**src/rtl/ccd_pkg.sv**
```systemverilog
package ccd_pkg;

    typedef enum logic [1:0] {
        CK_OFF  = 2'd0,
        CK_LOW  = 2'd1,
        CK_HIGH = 2'd2,
        CK_PASS = 2'd3
    } ck_state_e;

endpackage

```
**src/rtl/ccd_field_decode.sv**
```systemverilog
module ccd_field_decode #(
    parameter int DIV_W   = 8,
    parameter int CTRL_W  = 11,
    parameter int EN_POS  = 8,
    parameter int BYP_POS = 10
) (
    input  logic [CTRL_W-1:0] ctrl_i,
    output logic [DIV_W-1:0]  div_o,
    output logic              en_o,
    output logic              byp_o
);

    // Bits outside the three fields are reserved and read as don't-care.
    logic unused_rest;
    assign unused_rest = ^ctrl_i;

    assign div_o = ctrl_i[DIV_W-1:0];
    assign en_o  = ctrl_i[EN_POS];
    assign byp_o = ctrl_i[BYP_POS];

endmodule

```
**src/rtl/ccd_phase_counter.sv**
```systemverilog
module ccd_phase_counter #(
    parameter int W = 8
) (
    input  logic         clk,
    input  logic         rst_n,
    input  logic         run_i,
    input  logic [W-1:0] lim_i,
    output logic         term_o
);

    logic [W-1:0] cnt_q;
    logic [W-1:0] lim_q;
    logic         at_lim;

    assign at_lim = (cnt_q == lim_q);
    assign term_o = run_i && at_lim;

    // The limit is captured only while idle or at a reload.
    // This keeps a half-period from being cut short or stretched.
    always_ff @(posedge clk or negedge rst_n) begin
        if (!rst_n) begin
            cnt_q <= '0;
            lim_q <= '0;
        end else if (!run_i) begin
            cnt_q <= '0;
            lim_q <= lim_i;
        end else if (at_lim) begin
            cnt_q <= '0;
            lim_q <= lim_i;
        end else begin
            cnt_q <= cnt_q + 1'b1;
        end
    end

    // limit changes only at a reload while running
    a_r8_limit_held: assert property (@(posedge clk) disable iff (!rst_n)
        (run_i && !at_lim) |=> (lim_q == $past(lim_q)));

    // the count never passes the latched limit
    a_r2_count_bound: assert property (@(posedge clk) disable iff (!rst_n)
        run_i |-> (cnt_q <= lim_q));

    // a terminal count reloads to zero
    a_r2_reload_zero: assert property (@(posedge clk) disable iff (!rst_n)
        term_o |=> (cnt_q == '0));

endmodule

```
**src/rtl/ccd_card_clock.sv**
```systemverilog
module ccd_card_clock
    import ccd_pkg::*;
#(
    parameter int DIV_W   = 8,
    parameter int EN_POS  = 8,
    parameter int BYP_POS = 10,
    parameter int CTRL_W  = 11
) (
    input  logic              clk,
    input  logic              rst_n,
    input  logic [CTRL_W-1:0] ctrl_i,
    output logic              card_clk_o,
    output logic              rise_tick_o,
    output logic              fall_tick_o
);

    logic [DIV_W-1:0] div_w;
    logic             en_w;
    logic             byp_w;
    logic             run_w;
    logic             term_w;
    logic             rise_q;
    logic             fall_q;
    logic             div_high;
    ck_state_e        state_q;
    ck_state_e        state_nx;

    ccd_field_decode #(
        .DIV_W  (DIV_W),
        .CTRL_W (CTRL_W),
        .EN_POS (EN_POS),
        .BYP_POS(BYP_POS)
    ) u_decode (
        .ctrl_i(ctrl_i),
        .div_o (div_w),
        .en_o  (en_w),
        .byp_o (byp_w)
    );

    assign run_w = (state_q == CK_LOW) || (state_q == CK_HIGH);

    ccd_phase_counter #(
        .W(DIV_W)
    ) u_count (
        .clk   (clk),
        .rst_n (rst_n),
        .run_i (run_w),
        .lim_i (div_w),
        .term_o(term_w)
    );

    // Next-state logic
    always_comb begin
        state_nx = state_q;
        unique case (state_q)
            CK_OFF: begin
                if (en_w) state_nx = byp_w ? CK_PASS : CK_LOW;
            end
            CK_LOW: begin
                if (!en_w)      state_nx = CK_OFF;
                else if (byp_w) state_nx = CK_PASS;
                else if (term_w) state_nx = CK_HIGH;
            end
            CK_HIGH: begin
                if (!en_w)      state_nx = CK_OFF;
                else if (byp_w) state_nx = CK_PASS;
                else if (term_w) state_nx = CK_LOW;
            end
            CK_PASS: begin
                if (!en_w || !byp_w) state_nx = CK_OFF;
            end
            default: state_nx = CK_OFF;
        endcase
    end

    // State register
    always_ff @(posedge clk or negedge rst_n) begin
        if (!rst_n) state_q <= CK_OFF;
        else        state_q <= state_nx;
    end

    // Edge strobes, registered together with the state they mark
    always_ff @(posedge clk or negedge rst_n) begin
        if (!rst_n) begin
            rise_q <= 1'b0;
            fall_q <= 1'b0;
        end else begin
            rise_q <= (state_q == CK_LOW)  && (state_nx == CK_HIGH);
            fall_q <= (state_q == CK_HIGH) && (state_nx == CK_LOW);
        end
    end

    assign div_high = (state_q == CK_HIGH);

    always_comb begin
        card_clk_o  = (state_q == CK_PASS) ? clk : div_high;
        rise_tick_o = rise_q || (state_q == CK_PASS);
        fall_tick_o = fall_q;
    end

    // enable clear silences the clock and strobes one cycle later
    a_r5_disable_quiet: assert property (@(posedge clk) disable iff (!rst_n)
        !ctrl_i[EN_POS] |=> (!div_high && !rise_tick_o && !fall_tick_o));

    // bypass with enable gives a rise strobe every cycle, no fall strobe
    a_r6_bypass_strobe: assert property (@(posedge clk) disable iff (!rst_n)
        (ctrl_i[EN_POS] && ctrl_i[BYP_POS]) |=> (rise_tick_o && !fall_tick_o));

    // divided rise strobe lasts one cycle
    a_r7_rise_single: assert property (@(posedge clk) disable iff (!rst_n)
        rise_q |=> !rise_q);

    // the two strobes never coincide
    a_r7_strobe_excl: assert property (@(posedge clk) disable iff (!rst_n)
        $onehot0({rise_tick_o, fall_tick_o}));

endmodule

```
**config.mk**
```make
export PLATFORM = sky130hd
export DESIGN_NAME = ccd_card_clock
export DESIGN_NICKNAME = d
export VERILOG_FILES = /design/src/rtl/ccd_pkg.sv /design/src/rtl/ccd_field_decode.sv /design/src/rtl/ccd_phase_counter.sv /design/src/rtl/ccd_card_clock.sv
export SDC_FILE = /design/constraint.sdc
export NUM_CORES = 1
export LEC_CHECK = 0
export BUFFER_PORTS_ARGS = -buffer_cell sky130_fd_sc_hd__buf_2
export CAP_MARGIN = 25
export CORE_MARGIN = 2
export CORE_UTILIZATION = 50
export DETAILED_ROUTE_END_ITERATION = 7
export GPL_ROUTABILITY_DRIVEN = 0
export PLACE_DENSITY = 0.73
export SLEW_MARGIN = 0
export SYNTH_ARGS = -nofsm -noshare
export SYNTH_HDL_FRONTEND = slang
export SYNTH_SLANG_ARGS = --single-unit
```
**constraint.sdc**
```tcl
create_clock -name clk -period 3.4 [get_ports clk]
set_input_delay 0.34 -clock clk [delete_from_list [all_inputs] [get_ports clk]]
set_output_delay 0.34 -clock clk [all_outputs]
set_load 0.01 [all_outputs]
```
# --- Word level (Yosys, flattened, before mapping) ---
# Cells that the tools add are included.
# Widths: inputs -> output; s select.
word_totals:
  register_bits: 20
  latch_bits: 0
  ramBits: 0
  rom_bits: 0
  in_bits: 13
  out_inout_bits: 3
  wordCells: 37
  mem_count: 0
op_classes:
  add_sub_neg: 1
  multipliers: 0
  div: 0
  magnitude_cmp: 0
  n_eq_ne: 7
  n_shift: 0
  n_mux: 15
  n_bitwise: 0
  n_reduce_logical: 9
ops:
  columns: ["cell", "count"]
  rows:
  - ["$mux 8", 4]
  - ["$mux 2", 9]
  - ["$add 8x1->8 const B", 1]
  - ["$eq 8x8->1", 1]
  - ["$pmux 2 s4", 1]
  - ["$eq 2x2->1 const B", 3]
  - ["$eq 2x1->1 const B", 2]
  - ["$logic_and 1x1->1", 3]
  - ["$logic_or 1x1->1", 3]
  - ["$logic_not 1->1", 2]
  - ["$logic_not 2->1", 1]
  - ["$ne 2x2->1 const B", 1]
  - ["$mux 1", 1]

# --- Depth between registers and ports, before layout ---
# Gate-level depths: netlist (run 1).
depth:
  word_depth: 9
  ltp_mapped: 7

# --- Cells and area by module ---
# A second synthesis (run 1) with hierarchy kept.
unflattened:
  hier_cells: 105
  hier_area_um2: 1143.6
by_module_without_submodules:
  columns: ["mod", "n_inst", "cells_each", "area_per_inst_um2"]
  rows:
  - ["ccd_phase_counter", 1, 63, 773.2]
  - ["ccd_card_clock", 1, 32, 295.3]
  - ["ccd_field_decode", 1, 10, 75.1]

==> metrics.md, run 1 <==
| Metric | Value |
|---|---|
| Status | `finished, final reports clean` |
| Ys Warns | `0` |
| Nets@finish | `140` |
| PD cells | `848 nW/um^2` |
| DR vias/cell | `5.36` |
| Post-synth top cells | `dfrtp_1, xnor2_1, nor2_1` |
| Worst EP required | `3.06 ns` |
| Leakage | `0.590 nW` |
| Worst Setup SP | `clk` |
| Die X | `51.1 um` |
| Fraction of registers with async set/reset | `100%` |
| Synth area leaders | `dfrtp_1, mux2_2, xnor2_1, ha_1, nor2_1` |
| Dpl cells | `141` |
| Critical path arrival | `2.32 ns` |
| Hold Fails Final Rpt | `0` |
| Fin area | `1300 um^2` |
| Synth Flop Type | `dfrtp_1` |
| Slew @ Worst Pin | `0.451 ns` |
| Yosys top cell area share | `45.0%` |
| I/O pin cnt | `16` |
| Post-Syn Nets | `117` |
| Cell repeated most along the worst path | `clkbuf_4` |
| Worst skew pair latency | `0.42 ns` |
| Diodes inserted | `0` |
| Final setup violating endpoints | `0` |
| Hold crit path type | `input port to register` |
| CP Buf/Inv Count | `3` |
| Area leader, netlist | `dfrtp_1` |
| Mean Syn Cell Area | `11.2 um^2` |
| Vias in the first global route | `830` |
| Via count | `798` |
| Worst Skew | `0.00511 ns` |
| Clock transition at path regs | `0.11 ns` |
| Rows | `17` |
| Unique masters post-synth | `31` |
| Post-synthesis cell count | `99` |
| Reg2reg setup slack | `1.28 ns` |
| Unrepaired setup endpoints after global routing | `no` |
| Maximum fanout along the worst path | `2` |
| Endpoint class of the critical path | `output port` |
| TritonCTS clock tree | `done` |
| Hold depth | `2` |
| Share of layout cells above drive strength 1 | `34.7%` |
| Avg WL per Cell | `12.9 um` |
| CP max stage delay | `0.25 ns` |
| CP Cell Sequence | `clkbuf_4 -> clkbuf_4 -> mux2_2 -> buf_2` |
| Post-synth EDFFs | `0` |
| Kind of critical path | `clock port to output port` |
| Largest net degree at the start of global routing | `21` |
| Worst min-delay path startpoint | `ctrl_i[5]` |
| Detailed-router iteration count before antenna repair | `4` |
| First-pass GRT wire length | `3380 um` |
| Post-layout util | `60.6%` |
| Crit-path leading delay family | `buffers and inverters` |
| Core area | `2150 um^2` |
| Largest family of logic cells by synthesized area | `simple AND/OR/NAND/NOR gates` |
| Starting Density | `51.7%` |
| Count leader, synth | `dfrtp_1` |
| Hold EP | `u_count.lim_q[5]` |
| Adder-cell share of the synthesized area | `5.63%` |
| Reg2Reg Launch Point | `state_q[0]` |
| Register bit total from synthesis | `20` |
| GRT Util Overall | `18.6%` |
| Postcts setup bufs | `0` |
| Final ANT Viol Nets | `0` |
| Xor and xnor area share after synthesis | `11.7%` |
| Non-filler instance count after layout | `149` |
| Max-slew violations | `0` |
| Total power | `0.00110 W` |
| Gr ovfl total | `0` |
| DRC Markers | `0` |
| Synth Area in Compound Gates | `8.00%` |
| Hpwl dp | `1450 um` |
| Syn-to-layout area delta | `17.1%` |
| Slowest CP cell | `mux2_2` |
| Area post-placement | `1220 um^2` |
| DR iter-0 viols | `10` |
| FF-to-FF End | `rise_q` |
| Filler cell count | `192` |
| Max-Cap Viols | `0` |
| Post-Synth Simple-Gate Area | `18.5%` |
| Post-Syn Area | `1110 um^2` |
| WL final | `1930 um` |
| Antenna violations before repair | `0` |
| Height of the die | `51.1 um` |
| Crit start category | `clock port` |
| Worst R2R Path Depth | `6` |
| PortBufs | `14` |
| Die footprint | `2620 um^2` |
| Worst vdd ir | `0.624 mV` |
| Slew HR | `69.9%` |
| Setup TNS | `0 ns` |
| Seq/Total Area, Yosys | `45.0%` |
| Post-synthesis mux area share | `9.12%` |
timing repair:
| action | 4_1_cts | 5_1_grt |
|---|---|---|
| hold endpoints to repair | 20 | 0 |
| resized for setup | 0 | 0 |
| hold buffers | 1 | 0 |
metrics by stage:
step / setup WS, ns / hold slack (ns)
2_1_floorplan: 1.08 / 0.0444
3_3_place_gp: 0.992 / 0.310
3_5_place_dp: 0.992 / 0.310
4_1_cts: 0.731 / 0.131
5_1_grt: 0.710 / 0.119
6_report: 0.740 / 0.143
logic make-up (layout without fill, tap and decap cells):
family,after synthesis,in the layout
compound gates,10,10
xor+xnor,14,14
fa+ha+maj,5,5
buf+inv,5,27
flops,20,20
mux,9,9
simple gates,36,36
area by class of cell:
cell class                      instances  area [um^2]  area share [%]
Timing Repair Buffer                   15         82.6            6.35
Sequential cell                        20          500            38.5
Inverter                                4         15.0            1.15
Clock buffer                            7         50.0            3.85
Clock inverter                          1         30.0            2.31
Tap cell                               28         35.0            2.69
Multi-Input combinational cell         74          588            45.2
cells in the final DEF (no fill, tap or decap), types with 4 or more instances in the layout:
cell type | Yosys | layout
mux2_2 | 9 | 9
clkbuf_4 | 0 | 6
buf_2 | 0 | 14
xnor2_1 | 11 | 11
nor2_1 | 10 | 10
inv_1 | 4 | 4
ha_1 | 5 | 5
nand2_1 | 5 | 5
dfrtp_1 | 20 | 20
worst reg2reg max path: stages, from the launching register on:
cell	delay, ns
dfrtp_1	0.44
inv_1	0.09
ha_1	0.25
or2_2	0.35
a211o_1	0.32
o21ai_0	0.37
o221a_2	0.26
how the worst max path moves through the flow:
stage,cells past startpoint,endpoint,slack [ns]
4_1_cts,4,card_clk_o,0.73
3_5_place_dp,2,card_clk_o,0.99
6_report,4,card_clk_o,0.74
3_3_place_gp,2,card_clk_o,0.99
2_1_floorplan,1,card_clk_o,1.08
5_1_grt,4,card_clk_o,0.71
sequential cells by signal (all words and copies together) (netlist names):
register and cells:
u_count.lim_q 8, u_count.cnt_q 8, rise_q 1, state_q 2, fall_tick_o 1
report_power, final:
part / internal (W) / switching [W]
Combinational: 0.000230 / 0.000235
Clock: 0.000168 / 0.0000933
Sequential: 0.000314 / 0.0000633
Total: 0.000712 / 0.000392
metal layers:
layer	wire (um)	vias up	GRT usage, %
met1	849	384	21.0
met2	958	19	29.0
met4	41	0	12.6
li1	-	389	-
met5	0	-	0
met3	79	6	7.02
No activity file was read; power rests on OpenSTA's default activity.
==> run 2: changes to the inputs <==
Clock period 3.4 ns to 2.6 ns, I/O delays scaled along.
==> run 2 against run 1 <==
- setup slack worse by 0.31 ns
- clock power is 30% higher
- clock skew is 0.0023 ns lower
- via count is 0.88% lower
- cell area stayed put
- die area stayed put
- first-iteration DRC count is 90% higher
- sequential cell count stayed put
- register-to-register slack worse by 0.79 ns
- clock-buffer cell count stayed put
- sequential share of layout area stayed put
- non-clock buffer count stayed put
- critical path type unchanged
- largest power group unchanged
- highest routed layer is now met3
==> metrics.md, run 2 (synthesis gave the netlist of run 1 again) <==
| Metric | Value |
|---|---|
| Diodes inserted | `0` |
| CP Buf/Inv Count | `3` |
| Worst EP required | `2.34 ns` |
| Worst min-delay path startpoint | `ctrl_i[5]` |
| Hold Fails Final Rpt | `0` |
| Endpoint class of the critical path | `output port` |
| Via count | `791` |
| First-pass GRT wire length | `3350 um` |
| PD cells | `1100 nW/um^2` |
| Starting Density | `51.7%` |
| TritonCTS clock tree | `done` |
| Met3 wire length | `90 um` |
| Slew HR | `70.2%` |
| Final ANT Viol Nets | `0` |
| Slew @ Worst Pin | `0.447 ns` |
| Maximum fanout along the worst path | `2` |
| Vias in the first global route | `807` |
| Leakage | `0.590 nW` |
| DRT met1 WL | `887 um` |
| Syn-to-layout area delta | `17.1%` |
| Antenna violations before repair | `0` |
| CP max stage delay | `0.25 ns` |
| Total power | `0.00144 W` |
| DR vias/cell | `5.31` |
| Max-Cap Viols | `0` |
| DR iter-0 viols | `19` |
| Cell repeated most along the worst path | `clkbuf_4` |
| Crit-path leading delay family | `buffers and inverters` |
| Share of layout cells above drive strength 1 | `34.7%` |
| Avg WL per Cell | `12.5 um` |
| Slowest CP cell | `mux2_2` |
| Detailed-router iteration count before antenna repair | `4` |
| Postcts setup bufs | `0` |
| Largest registers | `u_count.cnt_q: 8 flops, u_count.lim_q: 8 flops, state_q: 2 flops` |
| Kind of critical path | `clock port to output port` |
| GRT Util Overall | `17.9%` |
| Largest net degree at the start of global routing | `21` |
| PortBufs | `14` |
| Rows | `17` |
| Worst R2R Path Depth | `7` |
| Most frequent cells in the layout | `dfrtp_1, buf_2, xnor2_1` |
| Core area | `2150 um^2` |
| Worst skew pair latency | `0.41 ns` |
| Die footprint | `2620 um^2` |
| Hold depth | `2` |
| I/O pin cnt | `16` |
| CP Cell Sequence | `clkbuf_4 -> clkbuf_4 -> mux2_2 -> buf_2` |
| Hpwl dp | `1370 um` |
| Max-slew violations | `0` |
| Crit start category | `clock port` |
| Final setup violating endpoints | `0` |
| Worst Skew | `0.00283 ns` |
| Status | `finished, final reports clean` |
| Setup TNS | `0 ns` |
| WL final | `1870 um` |
| Critical path arrival | `1.91 ns` |
| Hold EP | `u_count.lim_q[5]` |
| Unrepaired setup endpoints after global routing | `no` |
| Worst vdd ir | `0.882 mV` |
| Post-cts gate resize count | `0` |
| Gr ovfl total | `0` |
| Reg2Reg Launch Point | `state_q[0]` |
| DRC Markers | `0` |
| Reg2reg setup slack | `0.49 ns` |
| WL met2 | `891 um` |
| Height of the die | `51.1 um` |
| Clock transition at path regs | `0.11 ns` |
| Die X | `51.1 um` |
| Nets@finish | `140` |
| Hold crit path type | `input port to register` |
| Commonest non-fill, non-tap cell in the layout | `dfrtp_1` |
| Highest metal used | `met3` |
| FF-to-FF End | `rise_q` |
-- run 2: cell counts in the layout (fill, tap and decap cells not counted) --
No cell type changed its count.
-- run 2: per-layer routing --
metal / vias up / track usage (%)
met5: - / 0
met4: 0 / 11.3
met3: 0 / 7.02
met2: 19 / 26.8
met1: 383 / 21.4
li1: 389 / -
-- run 2: how the worst max path moves through the flow --
stage,start,endpoint,depth (start not counted)
finish,clk,card_clk_o,4
global route,state_q[0],rise_q,6
CTS,clk,card_clk_o,4
detailed placement,state_q[0],rise_q,7
global placement,state_q[0],rise_q,6
floorplan,state_q[0],rise_q,7
-- run 2: where the power goes --
| group | switching, W | internal (W) | total (W) |
|---|---|---|---|
| Sequential | 0.0000819 | 0.000411 | 0.000493 |
| Clock | 0.000120 | 0.000219 | 0.000339 |
| Combinational | 0.000305 | 0.000301 | 0.000606 |
| Total | 0.000506 | 0.000931 | 0.00144 |
-- run 2: timing repair --
action,4_1_cts,5_1_grt
hold buffers,1,0
setup endpoints to repair,0,0
hold endpoints to repair,20,0
-- run 2: final cells by class --
type / count / area [um^2]
inverters: 4 / 15.0
fillers: 190 / 847
multi-input cells: 74 / 588
flip-flops and latches: 20 / 500
clock buffers: 7 / 50.0
repair buffers: 15 / 82.6
well taps: 28 / 35.0
clock inverters: 1 / 30.0
-- run 2: through the flow --
stage	instance area (um^2)	setup WS [ns]	util (%)	instances	hold WS [ns]
2_1_floorplan	1110	0.682	-	99	-0.0356
4_1_cts	1300	0.419	60.6	149	0.0570
3_5_place_dp	1220	0.511	56.6	141	0.234
6_report	1300	0.426	60.6	149	0.0707
5_1_grt	1300	0.375	60.6	149	0.0460
3_3_place_gp	1220	0.552	56.6	141	0.229
-- run 2: worst register-to-register path, stage by stage (launching register included) --
cell and delay (ns):
dfrtp_1 0.44, inv_1 0.09, ha_1 0.26, or2_2 0.35
o211ai_1 0.18, nand2_1 0.11, or2_2 0.31, o221a_2 0.28
